$ cat src/rtl/lp_pkg.sv
package lp_pkg;

  typedef enum logic [2:0] {
    CMD_NOP  = 3'd0,
    CMD_PALL = 3'd1,
    CMD_REF  = 3'd2,
    CMD_SREF = 3'd3,
    CMD_PDWN = 3'd4,
    CMD_EXIT = 3'd5
  } lp_cmd_e;

  typedef enum logic [3:0] {
    ST_ACTIVE,
    ST_RF_PALL,
    ST_RF_REF,
    ST_SR_PALL,
    ST_SR_ENTER,
    ST_PD_ENTER,
    ST_LOWPWR,
    ST_EXIT
  } lp_state_e;

  // true on the last cycle of a refresh interval
  function automatic logic lp_interval_hit(input int unsigned count,
                                           input int unsigned limit);
    return (count + 1) == limit;
  endfunction

  // command that a state presents on the port
  function automatic lp_cmd_e lp_state_cmd(input lp_state_e st);
    case (st)
      ST_RF_PALL, ST_SR_PALL: return CMD_PALL;
      ST_RF_REF:              return CMD_REF;
      ST_SR_ENTER:            return CMD_SREF;
      ST_PD_ENTER:            return CMD_PDWN;
      ST_EXIT:                return CMD_EXIT;
      default:                return CMD_NOP;
    endcase
  endfunction

endpackage

$ cat src/rtl/lp_ref_timer.sv
module lp_ref_timer #(
  parameter int unsigned REF_INTERVAL = 780
) (
  input  logic clk,
  input  logic rst_n,
  input  logic run,
  input  logic clear,
  output logic expire
);
  localparam int CW = $clog2(REF_INTERVAL + 1);

  logic [CW-1:0] count_q;

  assign expire = run && lp_pkg::lp_interval_hit(32'(count_q), REF_INTERVAL);

  always_ff @(posedge clk) begin
    if (!rst_n)                      count_q <= '0;
    else if (clear || !run || expire) count_q <= '0;
    else                             count_q <= count_q + 1'b1;
  end
endmodule

$ cat src/rtl/lp_gap_ctr.sv
module lp_gap_ctr #(
  parameter int unsigned CMD_GAP = 2
) (
  input  logic clk,
  input  logic rst_n,
  input  logic load,
  output logic ready
);
  generate
    if (CMD_GAP == 0) begin : g_nogap
      assign ready = 1'b1;
    end else begin : g_gap
      localparam int GW = $clog2(CMD_GAP + 1);
      logic [GW-1:0] left_q;
      assign ready = (left_q == '0);
      always_ff @(posedge clk) begin
        if (!rst_n)     left_q <= '0;
        else if (load)  left_q <= GW'(CMD_GAP);
        else if (!ready) left_q <= left_q - 1'b1;
      end
    end
  endgenerate
endmodule

$ cat src/rtl/lp_seq_fsm.sv
module lp_seq_fsm
  import lp_pkg::*;
(
  input  logic    clk,
  input  logic    rst_n,
  input  logic    cke_req,
  input  logic    mode_sr,
  input  logic    refresh_owed,
  input  logic    gap_ready,
  input  logic    cmd_ack,
  output lp_cmd_e cmd_o,
  output logic    cmd_valid,
  output logic    cmd_taken,
  output logic    ref_taken,
  output logic    cke_pin
);
  lp_state_e state_q, state_d;
  lp_cmd_e   st_cmd;

  assign st_cmd    = lp_state_cmd(state_q);
  assign cmd_valid = (st_cmd != CMD_NOP) && gap_ready;
  assign cmd_o     = cmd_valid ? st_cmd : CMD_NOP;
  assign cmd_taken = cmd_valid && cmd_ack;
  assign ref_taken = cmd_taken && (state_q == ST_RF_REF);

  always_comb begin
    state_d = state_q;
    case (state_q)
      ST_ACTIVE: begin
        if (refresh_owed)  state_d = ST_RF_PALL;
        else if (!cke_req) state_d = mode_sr ? ST_SR_PALL : ST_PD_ENTER;
      end
      ST_RF_PALL:  if (cmd_taken) state_d = ST_RF_REF;
      ST_RF_REF:   if (cmd_taken) state_d = ST_ACTIVE;
      ST_SR_PALL:  if (cmd_taken) state_d = ST_SR_ENTER;
      ST_SR_ENTER: if (cmd_taken) state_d = ST_LOWPWR;
      ST_PD_ENTER: if (cmd_taken) state_d = ST_LOWPWR;
      ST_LOWPWR:   if (cke_req)   state_d = ST_EXIT;
      ST_EXIT:     if (cmd_taken) state_d = ST_ACTIVE;
      default:                    state_d = ST_ACTIVE;
    endcase
  end

  always_ff @(posedge clk) begin
    if (!rst_n) begin
      state_q <= ST_ACTIVE;
      cke_pin <= 1'b1;
    end else begin
      state_q <= state_d;
      if (cmd_taken && (state_q == ST_SR_ENTER || state_q == ST_PD_ENTER))
        cke_pin <= 1'b0;
      else if (state_q == ST_LOWPWR && cke_req)
        cke_pin <= 1'b1;
    end
  end
endmodule

$ cat src/rtl/sdram_lp_seq.sv
module sdram_lp_seq
  import lp_pkg::*;
#(
  parameter int unsigned REF_INTERVAL = 780,
  parameter int unsigned CMD_GAP      = 2
) (
  input  logic       clk,
  input  logic       rst_n,
  input  logic       wr_en,
  input  logic       wr_cke,
  input  logic       wr_ref_en,
  output logic [2:0] cmd_o,
  output logic       cmd_valid,
  input  logic       cmd_ack,
  output logic       cke_pin
);
  logic    cke_q, ref_en_q, mode_sr_q, owed_q;
  logic    timer_clear, interval_expire;
  logic    gap_ready, cmd_taken, ref_taken;
  logic    cke_drop_wr;
  lp_cmd_e cmd_e;

  assign timer_clear = wr_en && !wr_ref_en;
  assign cke_drop_wr = wr_en && cke_q && !wr_cke;
  assign cmd_o       = cmd_e;

  always_ff @(posedge clk) begin
    if (!rst_n) begin
      cke_q     <= 1'b1;
      ref_en_q  <= 1'b0;
      mode_sr_q <= 1'b0;
    end else if (wr_en) begin
      cke_q    <= wr_cke;
      ref_en_q <= wr_ref_en;
      if (cke_drop_wr) mode_sr_q <= wr_ref_en;
    end
  end

  // owed refresh: a refresh-enable clear drops it, an expiry sets it,
  // the accepted REF of a sequence retires it
  always_ff @(posedge clk) begin
    if (!rst_n)               owed_q <= 1'b0;
    else if (timer_clear)     owed_q <= 1'b0;
    else if (interval_expire) owed_q <= 1'b1;
    else if (ref_taken)       owed_q <= 1'b0;
  end

  lp_ref_timer #(.REF_INTERVAL(REF_INTERVAL)) u_timer (
    .clk    (clk),
    .rst_n  (rst_n),
    .run    (ref_en_q),
    .clear  (timer_clear),
    .expire (interval_expire)
  );

  lp_gap_ctr #(.CMD_GAP(CMD_GAP)) u_gap (
    .clk   (clk),
    .rst_n (rst_n),
    .load  (cmd_taken),
    .ready (gap_ready)
  );

  lp_seq_fsm u_fsm (
    .clk          (clk),
    .rst_n        (rst_n),
    .cke_req      (cke_q),
    .mode_sr      (mode_sr_q),
    .refresh_owed (owed_q),
    .gap_ready    (gap_ready),
    .cmd_ack      (cmd_ack),
    .cmd_o        (cmd_e),
    .cmd_valid    (cmd_valid),
    .cmd_taken    (cmd_taken),
    .ref_taken    (ref_taken),
    .cke_pin      (cke_pin)
  );
endmodule

$ cat config.mk
export PLATFORM = sky130hd
export DESIGN_NAME = sdram_lp_seq
export DESIGN_NICKNAME = d
export VERILOG_FILES = /design/src/rtl/lp_pkg.sv /design/src/rtl/lp_ref_timer.sv /design/src/rtl/lp_gap_ctr.sv /design/src/rtl/lp_seq_fsm.sv /design/src/rtl/sdram_lp_seq.sv
export SDC_FILE = /design/constraint.sdc
export NUM_CORES = 1
export LEC_CHECK = 0
export BUFFER_PORTS_ARGS = -buffer_cell sky130_fd_sc_hd__buf_2
export CAP_MARGIN = 10
export CORE_UTILIZATION = 54
export CTS_BUF_LIST = sky130_fd_sc_hd__clkbuf_8
export DETAILED_ROUTE_END_ITERATION = 8
export PLACE_DENSITY = 0.73
export REMOVE_ABC_BUFFERS = 1
export SYNTH_ARGS = -nofsm -noshare
export SYNTH_HDL_FRONTEND = slang
export SYNTH_HIERARCHICAL = 1
export SYNTH_SLANG_ARGS = --single-unit
$ cat constraint.sdc
create_clock -name clk -period 1.8 [get_ports clk]
set_input_delay 0.09 -clock clk [delete_from_list [all_inputs] [get_ports clk]]
set_output_delay 0.09 -clock clk [all_outputs]
set_load 0.05 [all_outputs]
* Yosys cells after proc, flatten, opt, wreduce, memory -nomap -nowiden
Cells that the tools add are included.
W data, S select, Z words.
** Cells by class
- Add/sub/neg operators :: 3
- Equal/unequal tests :: 15
- Mux-type cells :: 17
- Bitwise operators :: 1
- Reduce and logical (&&, ||, !) cells :: 28
** Operators by type and width (number)
- $eq A32 B10 Y1 const B :: 1
- $mux W4 :: 7
- $pmux W4 S6 :: 1
- $eq A4 B3 Y1 const B :: 4
- $pmux W3 S5 :: 1
- $reduce_or A2 Y1 :: 6
- $add A10 B1 Y11 const B :: 1
- $add A10 B1 Y10 const B :: 1
- $logic_and A1 B1 Y1 :: 9
- $eq A4 B2 Y1 const B :: 2
- $ne A2 B1 Y1 const B :: 4
- $mux W3 :: 2
- $reduce_and A6 Y1 :: 1
- $eq A4 B1 Y1 const B :: 1
- $logic_not A4 Y1 :: 1
- $mux W1 :: 4
- $mux W2 :: 2
- $ne A2 B2 Y1 const B :: 2
- $reduce_bool A2 Y1 :: 2
- $logic_not A1 Y1 :: 3
- $logic_or A1 B1 Y1 :: 3
- $ne A3 B3 Y1 const B :: 1
- $reduce_bool A3 Y1 :: 1
- $logic_not A2 Y1 :: 1
- other kinds (3) :: 3
** Word-level totals
- Flip-flop bits (word level) :: 21
- Logic and storage cells :: 73

* Depth between registers and ports, before layout
Gate-level depths: netlist of run 1.
- Depth in word-level cells :: 9
- Mapped depth :: 7
- Mapped depth without buffers :: 7

* Hierarchy
Netlist of run 1, hierarchy kept.
** By module, submodules not included
- lp_ref_timer :: times used 1, cells each 59, area an instance 534.3 um2
- lp_seq_fsm :: times used 1, cells each 41, area an instance 356.6 um2
- sdram_lp_seq :: times used 1, cells each 17, area an instance 168.9 um2
- lp_gap_ctr :: times used 1, cells each 6, area an instance 67.6 um2

* Worst setup path after synthesis of run 1
OpenSTA, ideal clock, no wires.
- Path type :: flip-flop to flip-flop
- Start point :: reg u_timer.count_q[2]
- End point :: reg owed_q
- Setup time :: 0.079 ns
- Arrival time :: 1.623 ns
- Data required time :: 1.721 ns
- Slack :: 0.097 ns
- Stages on the path, launching flop included :: 8
- Buffers on the path :: 1
- Clock period less this slack :: 1.703 ns
- Path through :: dfxtp_1 > buf_2 > nand3_4 > or4_1 > and2_1 > and3b_1 > inv_1 > a211oi_2
** Between the ends
- Cells in the longest elaborated chain, start to end :: 4
** RTL lines
- from (decl) :: line lp_ref_timer.sv:12 : logic [CW-1:0] count_q;
- from (signal assigned) :: line lp_ref_timer.sv:19 : else count_q <= count_q + 1'b1;
- $add A10 B1 Y11 (*) :: line lp_pkg.sv:26 : return (count + 1) == limit;
- $eq A32 B10 Y1 (*) :: line lp_pkg.sv:26
- $logic_and A1 B1 Y1 (*) :: line lp_ref_timer.sv:14 : assign expire = run && lp_pkg::lp_interval_hit(32'(count_q), REF_INTERVAL);
- named net interval_expire :: line sdram_lp_seq.sv:18 : logic timer_clear, interval_expire;
- $mux W1 or $reduce_bool A2 Y1 (tied branches)
- to (signal assigned) :: line sdram_lp_seq.sv:43 : else if (timer_clear) owed_q <= 1'b0;
- to (signal assigned) :: line sdram_lp_seq.sv:44 : else if (interval_expire) owed_q <= 1'b1;
- to (signal assigned) :: line sdram_lp_seq.sv:45 : else if (ref_taken) owed_q <= 1'b0;
- to (decl) :: line sdram_lp_seq.sv:17 : logic cke_q, ref_en_q, mode_sr_q, owed_q;
The timed path passes the listed nets; every way through them passes the cells marked *.
A chain may end at the register's enable or synchronous reset.

* Worst setup path in the final report of run 1
- Start point :: reg u_timer.count_q[0]
- End point :: reg owed_q
Same word-level chain as after synthesis.

==> results of run 1 <==
[sequential cells by signal, summed over array words and instances, names as in the netlist]
name and count:
u_timer/count_q 10, ref_en_q 1, owed_q 1, mode_sr_q 1, cke_q 1, u_fsm/state_q 3
u_fsm/cke_pin 1, u_gap/g_gap.left_q 2
[what timing repair did]
action / in CTS / in global routing
setup endpoints to repair: 0 / 2
resized for setup: 0 / 10
hold endpoints to repair: 0 / 0
[power breakdown]
part,internal (mW),leakage [nW],switching (mW)
combinational,0.266,0.320,0.469
sequential,0.497,0.166,0.112
clock,0.297,0.0357,0.148
total,1.06,0.522,0.729
[how the worst min path moves through the flow]
stage,depth (start not counted),endpoint
floorplan,1,cke_q
global placement,3,cke_q
detailed placement,3,cke_q
CTS,3,cke_q
global route,3,mode_sr_q
finish,3,cke_q
[through the flow]
| step | util, % | hold slack [ns] | std cells |
|---|---|---|---|
| 2_1_floorplan | - | 0.152 | 119 |
| 3_3_place_gp | 62.4 | 0.316 | 162 |
| 3_5_place_dp | 62.4 | 0.329 | 162 |
| 4_1_cts | 66.0 | 0.0499 | 166 |
| 5_1_grt | 67.2 | 0.0901 | 166 |
| 6_report | 67.2 | 0.0553 | 166 |
[area by class of cell]
class                   count  area, um2
flip-flops and latches     20        412
well taps                  27       33.8
clock inverters             1       30.0
repair buffers             16       95.1
fillers                   181        644
clock buffers               3       41.3
inverters                   4       15.0
multi-input cells          95        691
[worst max-delay path: cells and delay by family (launching register included)]
family,cells,cell delay (ns)
DFF,1,0.37
and+or+nand+nor,4,0.86
adders and majority gates,1,0.20
buffers and inverters,1,0.04
AOI/OAI and AO/OA,1,0.15
[layout by cell type (no fill, tap or decap), drive strengths merged, types with 2 or more instances in the layout]
master	count
xor2	4
nor2b	5
nand4	2
a31oi	5
ha	2
mux2i	5
and2	2
nand3	6
and3b	3
nor2	8
dfxtp	20
nand3b	2
or3	2
nor3	2
or4	2
inv	4
o21ai	8
and3	3
nor4b	2
buf	16
xnor2	4
nand2b	3
a21oi	4
clkbuf	3
nand2	11
a211oi	2
[kinds of logic (layout without fill, tap and decap cells)]
family	count (synthesis)	in the layout	share of synthesized area [%]
xor gates and xnor gates	8	8	6.88
and+or+nand+nor	56	56	32.2
DFF	20	20	35.5
muxes	5	5	4.44
AOI/OAI and AO/OA	24	24	14.5
adders and majority gates	2	2	2.22
buffers and inverters	8	24	4.22
[per-layer routing]
metal	share of wire, %	up-vias	GRT usage, %
met3	5.5	4	7.17
met1	44	449	24.0
met4	1.7	0	11.1
li1	-	473	-
met5	0	-	0
met2	48	21	35.1
==> key figures, run 1 <==
Outcome
  • Status: finished, final reports clean

CTS
  • Post-CTS Setup Bufs: 0
  • Root Driver: clkbuf_8
  • Hold buffers post-CTS: 0
  • Clock Tree Buf Depth: 2
  • Clk Latency, worst-skew pair: 0.26 ns
  • Num CTS Buffers: 3
  • CTS tree: yes
  • Clock sink count: 20
  • H-tree levels: 1
  • Clk slew on worst S/H paths: 0.08 ns

Logic synthesis
  • Synth unique cells: 42
  • Synthesis Warnings: 6
  • Ys async rst share: 0%
  • Number of flops mapped to enable cells by yosys: 0
  • #FFs+latches synth: 20
  • Sequential cell area fraction in the yosys report: 35.5%
  • Main flop type after synthesis: dfxtp_1
  • Synth area leaders: dfxtp_1 (36%), mux2i_1 (4.4%), nand2_1 (3.3%), xnor2_1 (3.1%), a31oi_1 (2.8%)
  • Avg Cell Area, Syn: 9.17 um2
  • Cell Area, Synth: 1130 um2
  • Top cells by count, synth: dfxtp_1 (20), nand2_1 (10), nor2_1 (8), o21ai_0 (6)
  • Synth top area share: 35.5%
  • Cell accounting for the most synthesized area: dfxtp_1
  • Synth Instances: 123
  • Count leader, synth: dfxtp_1

Critical path
  • Worst Path Required: 1.99 ns
  • R2R cell count: 7
  • Most used cell, CP: nand3_1
  • Critical path peak fanout: 4
  • Reg-to-Reg End: owed_q
  • Worst r2r src: u_timer/count_q[0]
  • CP max-delay cell: or4_1
  • Worst Setup SP: u_timer/count_q[0]
  • Startpoint class of the critical path: flop
  • Crit-path cells: ha_2, nand3_1, or4_1, nand3_1, and3b_1, inv_1, a211oi_2
  • Crit path kind: reg -> reg
  • Setup crit end: owed_q
  • Crit end category: flop
  • CP Data Arrival Time: 1.88 ns
  • Worst R2R Setup Slack: 0.11 ns
  • Worst stage delay on the critical path: 0.45 ns

STA
  • Count of final hold-check violations: 0
  • Setup TNS: 0 ns
  • RSZ-0062 raised after global routing: false
  • Pins Over Slew Limit: 0
  • Top achievable clock speed: 0.592 GHz
  • Worst setup margin: 0.111 ns
  • Fin crit period: 1.69 ns
  • Tightest Pin Transition: 0.337 ns
  • # setup viols final: 0
  • Slew margin rel.: 77.5%
  • Fin crit share: 93.8%
  • Layout Skew: 0.00769 ns

Final layout
  • Number of diodes: 0
  • Synth-to-layout area growth: 16.9%
  • Fin nets: 148
  • Layout cells sized above 1: 28.1%
  • Fin area: 1320 um2

Placed design
  • Place WS: 0.0658 ns
  • Post-place instance area: 1220 um2
  • Hpwl dp: 1.57 mm
  • Port bufs: 10
  • RD Place Congestion: 0.822

GRT
  • Vias in the first global route: 801
  • Total gr overflow: 0
  • Initial antenna violation count: 0
  • Largest net degree at the start of global routing: 15
  • First-pass GRT wire length: 3.22 mm
  • GRT Total Usage: 21.2%

Floorplanning
  • CORE AREA: 1960 um2
  • # IOs: 11
  • Die width: 47.7 um
  • Starting Density: 57.5%
  • Row cnt: 16
  • Die Span Y: 47.7 um
  • Die footprint: 2270 um2

Routing
  • DRC viols: 0
  • Antenna Nets Post-Route: 0
  • Routed WL per cell: 13.2 um
  • First-pass DRT Iterations: 4
  • Avg Vias per Cell: 5.70
  • Vias: 947
  • Total Wirelength: 2.20 mm
  • 1st-iter DRT viols: 29

Power
  • Pwr per Cell Area: 1360 nW/um2
  • Worst vdd ir: 1140 uV
  • Total power: 1.79 mW
  • Pleak: 0.522 nW

Hold path
  • Hold Crit Class: in -> reg
  • Hold Path Origin: wr_cke

Run
  • Number of max-cap violations: 0
Power figures use the tool's default switching activity.
==> inputs of run 2 (changes only) <==
- CORE_UTILIZATION: 54 -> 51
- CTS_BUF_LIST: sky130_fd_sc_hd__clkbuf_8 -> not set
- PLACE_DENSITY: 0.73 -> 0.69
==> key figures, run 2 (same netlist as run 1, synthesis figures left out) <==
Run
  • Number of max-cap violations: 0 (unchanged)

STA
  • Fin Hold WS: 0.0265 ns (-0.0288 ns)
  • Fin crit share: 95.5% (+1.7 points)
  • Layout Skew: 0.000888 ns (-0.00681 ns)
  • Fin crit period: 1.72 ns (+0.0305 ns)
  • Setup TNS: 0 ns (unchanged)
  • Worst setup margin: 0.0807 ns (-0.0305 ns)
  • Slew margin rel.: 73.8% (-3.7 points)
  • Tightest Pin Transition: 0.392 ns (+0.0550 ns)
  • Count of final hold-check violations: 0 (unchanged)
  • Top achievable clock speed: 0.582 GHz (-1.8%)
  • # setup viols final: 0 (unchanged)
  • Pins Over Slew Limit: 0 (unchanged)
  • RSZ-0062 raised after global routing: false

CTS
  • Hold buffers post-CTS: 0 (unchanged)
  • Clk Latency, worst-skew pair: 0.30 ns (+0.04 ns)
  • Num CTS Buffers: 3 (unchanged)
  • CTS tree: yes
  • Root Driver: clkbuf_4
  • Post-CTS Setup Bufs: 0 (unchanged)
  • Clock sink count: 20 (unchanged)
  • H-tree levels: 1 (unchanged)
  • Clock Tree Buf Depth: 2 (unchanged)
  • PostCTS Resize Cnt: 2 (+2)
  • Clk slew on worst S/H paths: 0.11 ns (+0.03 ns)

Floorplanning
  • # IOs: 11 (unchanged)
  • Starting Density: 55.8% (-1.7 points)
  • CORE AREA: 2020 um2 (+3.1%)
  • Die Span Y: 49.0 um (+2.8%)
  • Die width: 49.0 um (+2.8%)
  • Die footprint: 2400 um2 (+5.6%)
  • Row cnt: 16 (unchanged)

Routing
  • Vias: 934 (-1.4%)
  • Total Wirelength: 2.17 mm (-1.3%)
  • WL met1: 1.16 mm (+19%)
  • Avg Vias per Cell: 5.66 (-0.78%)
  • 1st-iter DRT viols: 22 (-24%)
  • First-pass DRT Iterations: 4 (unchanged)
  • Routed WL per cell: 13.2 um (-0.68%)
  • DRC viols: 0 (unchanged)
  • Max layer used: met3
  • Antenna Nets Post-Route: 0 (unchanged)
  • Met3 wire len: 85 um (-29%)
  • Met2 routed WL: 927 um (-13%)

GRT
  • GRT Total Usage: 20.4% (-0.81 points)
  • Largest net degree at the start of global routing: 15 (unchanged)
  • Initial antenna violation count: 0 (unchanged)
  • Vias in the first global route: 872 (+8.9%)
  • First-pass GRT wire length: 3.85 mm (+19%)
  • Total gr overflow: 0 (unchanged)

Critical path
  • Crit path kind: reg -> reg
  • Startpoint class of the critical path: flop
  • Worst stage delay on the critical path: 0.51 ns (+0.06 ns)
  • Worst Setup SP: u_timer/count_q[5]
  • Crit-path cells: nand4_4, or4_4, and2_1, and3b_1, inv_1, a211oi_2
  • Worst R2R Setup Slack: 0.08 ns (-0.03 ns)
  • Crit end category: flop
  • WP buf/inv: 1 (unchanged)
  • CP Data Arrival Time: 1.95 ns (+0.07 ns)
  • Worst r2r src: u_timer/count_q[5]
  • Worst Path Required: 2.03 ns (+0.04 ns)
  • Crit path max-delay family: simple AND/OR/NAND/NOR gates
  • Critical path peak fanout: 8 (+4)
  • CP max-delay cell: or4_4

Final layout
  • Fin nets: 147 (-0.68%)
  • Max reg flops: 10 (unchanged)
  • Synth-to-layout area growth: 13.5%
  • Most common cell after layout, fill and taps aside: dfxtp_1
  • Register area: 413 um2 (+0.30%)
  • Multi-input gate area: 694 um2 (+0.54%)
  • Largest Register: u_timer/count_q
  • Fin area: 1280 um2 (-2.8%)
  • Number of diodes: 0 (unchanged)
  • Layout cells sized above 1: 29.0% (+0.93 points)
  • Biggest regs: u_timer/count_q (10), u_fsm/state_q (3), u_gap/g_gap.left_q (2)
  • Fill count: 193 (+6.6%)
  • Commonest non-fill, non-tap cells in the layout: dfxtp_1 (12), nand2_1 (10), buf_2 (10), nor2_1 (7), dfxtp_2 (7)

Hold path
  • Hold Path Origin: wr_cke
  • Hold Crit Class: in -> reg

Power
  • Total power: 1.60 mW (-10%)
  • Pwr per Cell Area: 1250 nW/um2 (-7.7%)
  • Worst vdd ir: 1360 uV (+19%)
  • Pleak: 0.508 nW (-2.7%)

Placed design
  • Port bufs: 10 (unchanged)
  • RD Place Congestion: 0.871 (+5.9%)
  • Hpwl dp: 1.54 mm (-2.1%)
  • Place WS: 0.0331 ns (-0.0328 ns)
  • Post-place instance area: 1220 um2 (-0.61%)

Outcome
  • Status: finished, final reports clean
[run 2: power by group]
group	internal [mW]	leakage (nW)	switching, mW
clock	0.123	0.0210	0.136
combinational	0.266	0.320	0.462
sequential	0.497	0.167	0.119
[run 2: path summary, 6_finish.rpt]
kind	to	depth (start not counted)
setup / recovery	owed_q	6
hold reg to reg	u_timer/count_q[0]	1
hold / removal	cke_q	3
setup reg to reg	owed_q	6
[run 2: area by class of cell]
class / count / area share, %
multi-input combinational: 95 / 54.3
timing repair buffer: 15 / 6.84
tap: 27 / 2.64
sequential: 20 / 32.3
clock buffer: 4 / 2.83
inverter: 4 / 1.17
[run 2: stage by stage]
stage | std cells | util (%)
3_3_place_gp | 161 | 60.1
2_1_floorplan | 119 | -
5_1_grt | 165 | 63.3
3_5_place_dp | 161 | 60.1
4_1_cts | 165 | 62.1
6_report | 165 | 63.3
[run 2: worst min-delay path: stages]
cell,delay (ns)
buf_2,0.09
mux2i_1,0.06
nand2_1,0.06
[run 2: routing by layer]
| layer | GRT usage, % | vias to the layer above |
|---|---|---|
| met3 | 5.61 | 0 |
| met5 | 0 | - |
| met2 | 31.5 | 18 |
| met1 | 28.6 | 439 |
| li1 | - | 477 |
| met4 | 3.43 | 0 |
==> inputs of run 3 (changes only) <==
- PLACE_DENSITY: 0.69 -> 0.81
- SKIP_LAST_GASP: not set -> 1
==> key figures, run 3 (same netlist as run 1, synthesis figures left out) <==
Floorplanning
  • CORE AREA: 2020 um2 (unchanged)
  • Die Span Y: 49.0 um (unchanged)
  • Die width: 49.0 um (unchanged)
  • Row cnt: 16 (unchanged)
  • Die footprint: 2400 um2 (unchanged)
  • # IOs: 11 (unchanged)
  • Starting Density: 55.8% (unchanged)

Placed design
  • Place WS: -0.000158 ns (-0.0332 ns)
  • Hpwl dp: 1.78 mm (+16%)
  • Port bufs: 10 (unchanged)
  • Post-place instance area: 1220 um2 (+0.62%)
  • RD Place Congestion: 0.819 (-5.9%)

Routing
  • Total Wirelength: 2.34 mm (+7.7%)
  • Routed WL per cell: 14.1 um (+7.1%)
  • Vias: 937 (+0.32%)
  • Antenna Nets Post-Route: 0 (unchanged)
  • 1st-iter DRT viols: 18 (-18%)
  • DRC viols: 0 (unchanged)
  • First-pass DRT Iterations: 4 (unchanged)
  • Avg Vias per Cell: 5.64 (-0.28%)

Hold path
  • Hold Crit Class: in -> reg

Final layout
  • Number of diodes: 0 (unchanged)
  • Commonest non-fill, non-tap cells in the layout: dfxtp_1 (13), nand2_1 (10), buf_2 (10), nor2_1 (7)
  • Fin nets: 148 (+0.68%)
  • Fin area: 1280 um2 (+0.20%)
  • Largest Register: u_timer/count_q
  • Layout cells sized above 1: 28.1% (-0.93 points)
  • Most common cell after layout, fill and taps aside: dfxtp_1
  • Synth-to-layout area growth: 13.8%
  • Max reg flops: 10 (unchanged)
  • Biggest regs: u_timer/count_q (10), u_fsm/state_q (3), u_gap/g_gap.left_q (2)

Power
  • Reg power frac: 38.2% (-0.2 points)
  • Pwr per Cell Area: 1250 nW/um2 (-0.42%)
  • Sw Share: 44.7% (-0.067 points)
  • Pleak: 0.510 nW (+0.39%)
  • Clock power frac: 16.1% (about the same)
  • Sw power: 0.715 mW (-0.38%)
  • Worst vdd ir: 1320 uV (-2.7%)
  • Total power: 1.60 mW (-0.23%)
  • Logic pwr share: 45.7% (+0.3 points)
  • Pint: 0.885 mW (-0.11%)

STA
  • Slew margin rel.: 75.0% (+1.1 points)
  • Worst setup margin: 0.0581 ns (-0.0226 ns)
  • Count of final hold-check violations: 0 (unchanged)
  • Pins Over Slew Limit: 0 (unchanged)
  • Fin crit period: 1.74 ns (+0.0226 ns)
  • Layout Skew: 0.00716 ns (+0.00627 ns)
  • Fin crit share: 96.8% (+1.3 points)
  • Tightest Pin Transition: 0.375 ns (-0.0169 ns)
  • # setup viols final: 0 (unchanged)
  • Top achievable clock speed: 0.574 GHz (-1.3%)
  • Fin Hold WS: 0.0260 ns (-0.000490 ns)
  • Setup TNS: 0 ns (unchanged)

Critical path
  • Crit end category: flop
  • Startpoint class of the critical path: flop
  • Crit path kind: reg -> reg
  • CP Data Arrival Time: 1.97 ns (+0.02 ns)
  • Worst Path Required: 2.03 ns (about the same)
  • Critical path peak fanout: 8 (unchanged)

GRT
  • GRT Total Usage: 21.7% (+1.4 points)
  • First-pass GRT wire length: 4.04 mm (+4.8%)
  • Largest net degree at the start of global routing: 15 (unchanged)
  • Total gr overflow: 0 (unchanged)
  • Initial antenna violation count: 0 (unchanged)
  • Vias in the first global route: 915 (+4.9%)

CTS
  • Clock sink count: 20 (unchanged)
  • Clk Latency, worst-skew pair: 0.30 ns (about the same)
  • H-tree levels: 1 (unchanged)
  • Clock Tree Buf Depth: 2 (unchanged)
  • Hold buffers post-CTS: 0 (unchanged)
  • Num CTS Buffers: 3 (unchanged)
  • CTS tree: yes
  • Root Driver: clkbuf_4
  • Clk slew on worst S/H paths: 0.11 ns (about the same)

Outcome
  • Status: finished, final reports clean

Run
  • Number of max-cap violations: 0 (unchanged)
==> run 3: cell count changes in the layout (fill, tap and decap cells not counted) <==
cell,previous run,this run
buf_4,5,6
dfxtp_2,7,6
or4_4,1,0
dfxtp_1,12,13
or4_1,1,2
==> run 3: worst max-delay path, stage by stage (launching register included) <==
cell,delay (ns)
dfxtp_2,0.40
nand4_4,0.15
or4_1,0.52
and2_1,0.19
and3b_1,0.21
inv_1,0.05
a211oi_2,0.16
==> run 3: path summary, 6_finish.rpt <==
| kind | from | to | slack [ns] | cells past startpoint |
|---|---|---|---|---|
| worst max-delay path | u_timer/count_q[6] | owed_q | 0.06 | 6 |
| worst min-delay path | wr_cke | cke_q | 0.03 | 3 |
| worst min register to register | u_timer/count_q[0] | u_timer/count_q[0] | 0.48 | 1 |
| worst max register to register | u_timer/count_q[6] | owed_q | 0.06 | 6 |
==> run 3: what timing repair did <==
item | in CTS | in global routing
setup endpoints to repair | 1 | 3
hold endpoints to repair | 0 | 0
pin swaps | 0 | 0
gates resized for setup | 2 | 8
gates cloned | 0 | 0
buffers inserted | 0 | 0
==> run 3: cell type report <==
cell class	instances	area (um2)
inverter	4	15.0
multi-input combinational	95	691
clock buffer	4	36.3
fill	179	739
timing repair buffer	16	95.1
tap	27	33.8
sequential	20	412
==> run 3: metrics by stage <==
step	util [%]	instances
detailed placement	60.5	162
CTS	62.4	166
floorplan	-	119
global route	63.4	166
global placement	60.5	162
finish	63.4	166
==> run 3: per-layer routing <==
layer / track usage, % / wire length [um] / part of all wire [%] / vias to the layer above
li1: - / - / - / 478
met2: 36.8 / 1130 / 48 / 13
met3: 6.85 / 75 / 3.2 / 2
met4: 2.94 / 4 / 0.17 / 0
met1: 27.6 / 1130 / 48 / 444
met5: 0 / 0 / 0 / -
==> run 3: power groups by stage <==
stage	Clock, mW	Combinational, mW	Sequential (mW)
3_5_place_dp	0	0.731	0.615
6_report	0.257	0.731	0.612
3_3_place_gp	0	0.715	0.609
4_1_cts	0.264	0.734	0.606
5_1_grt	0.284	0.784	0.623
2_1_floorplan	0	0.589	0.608
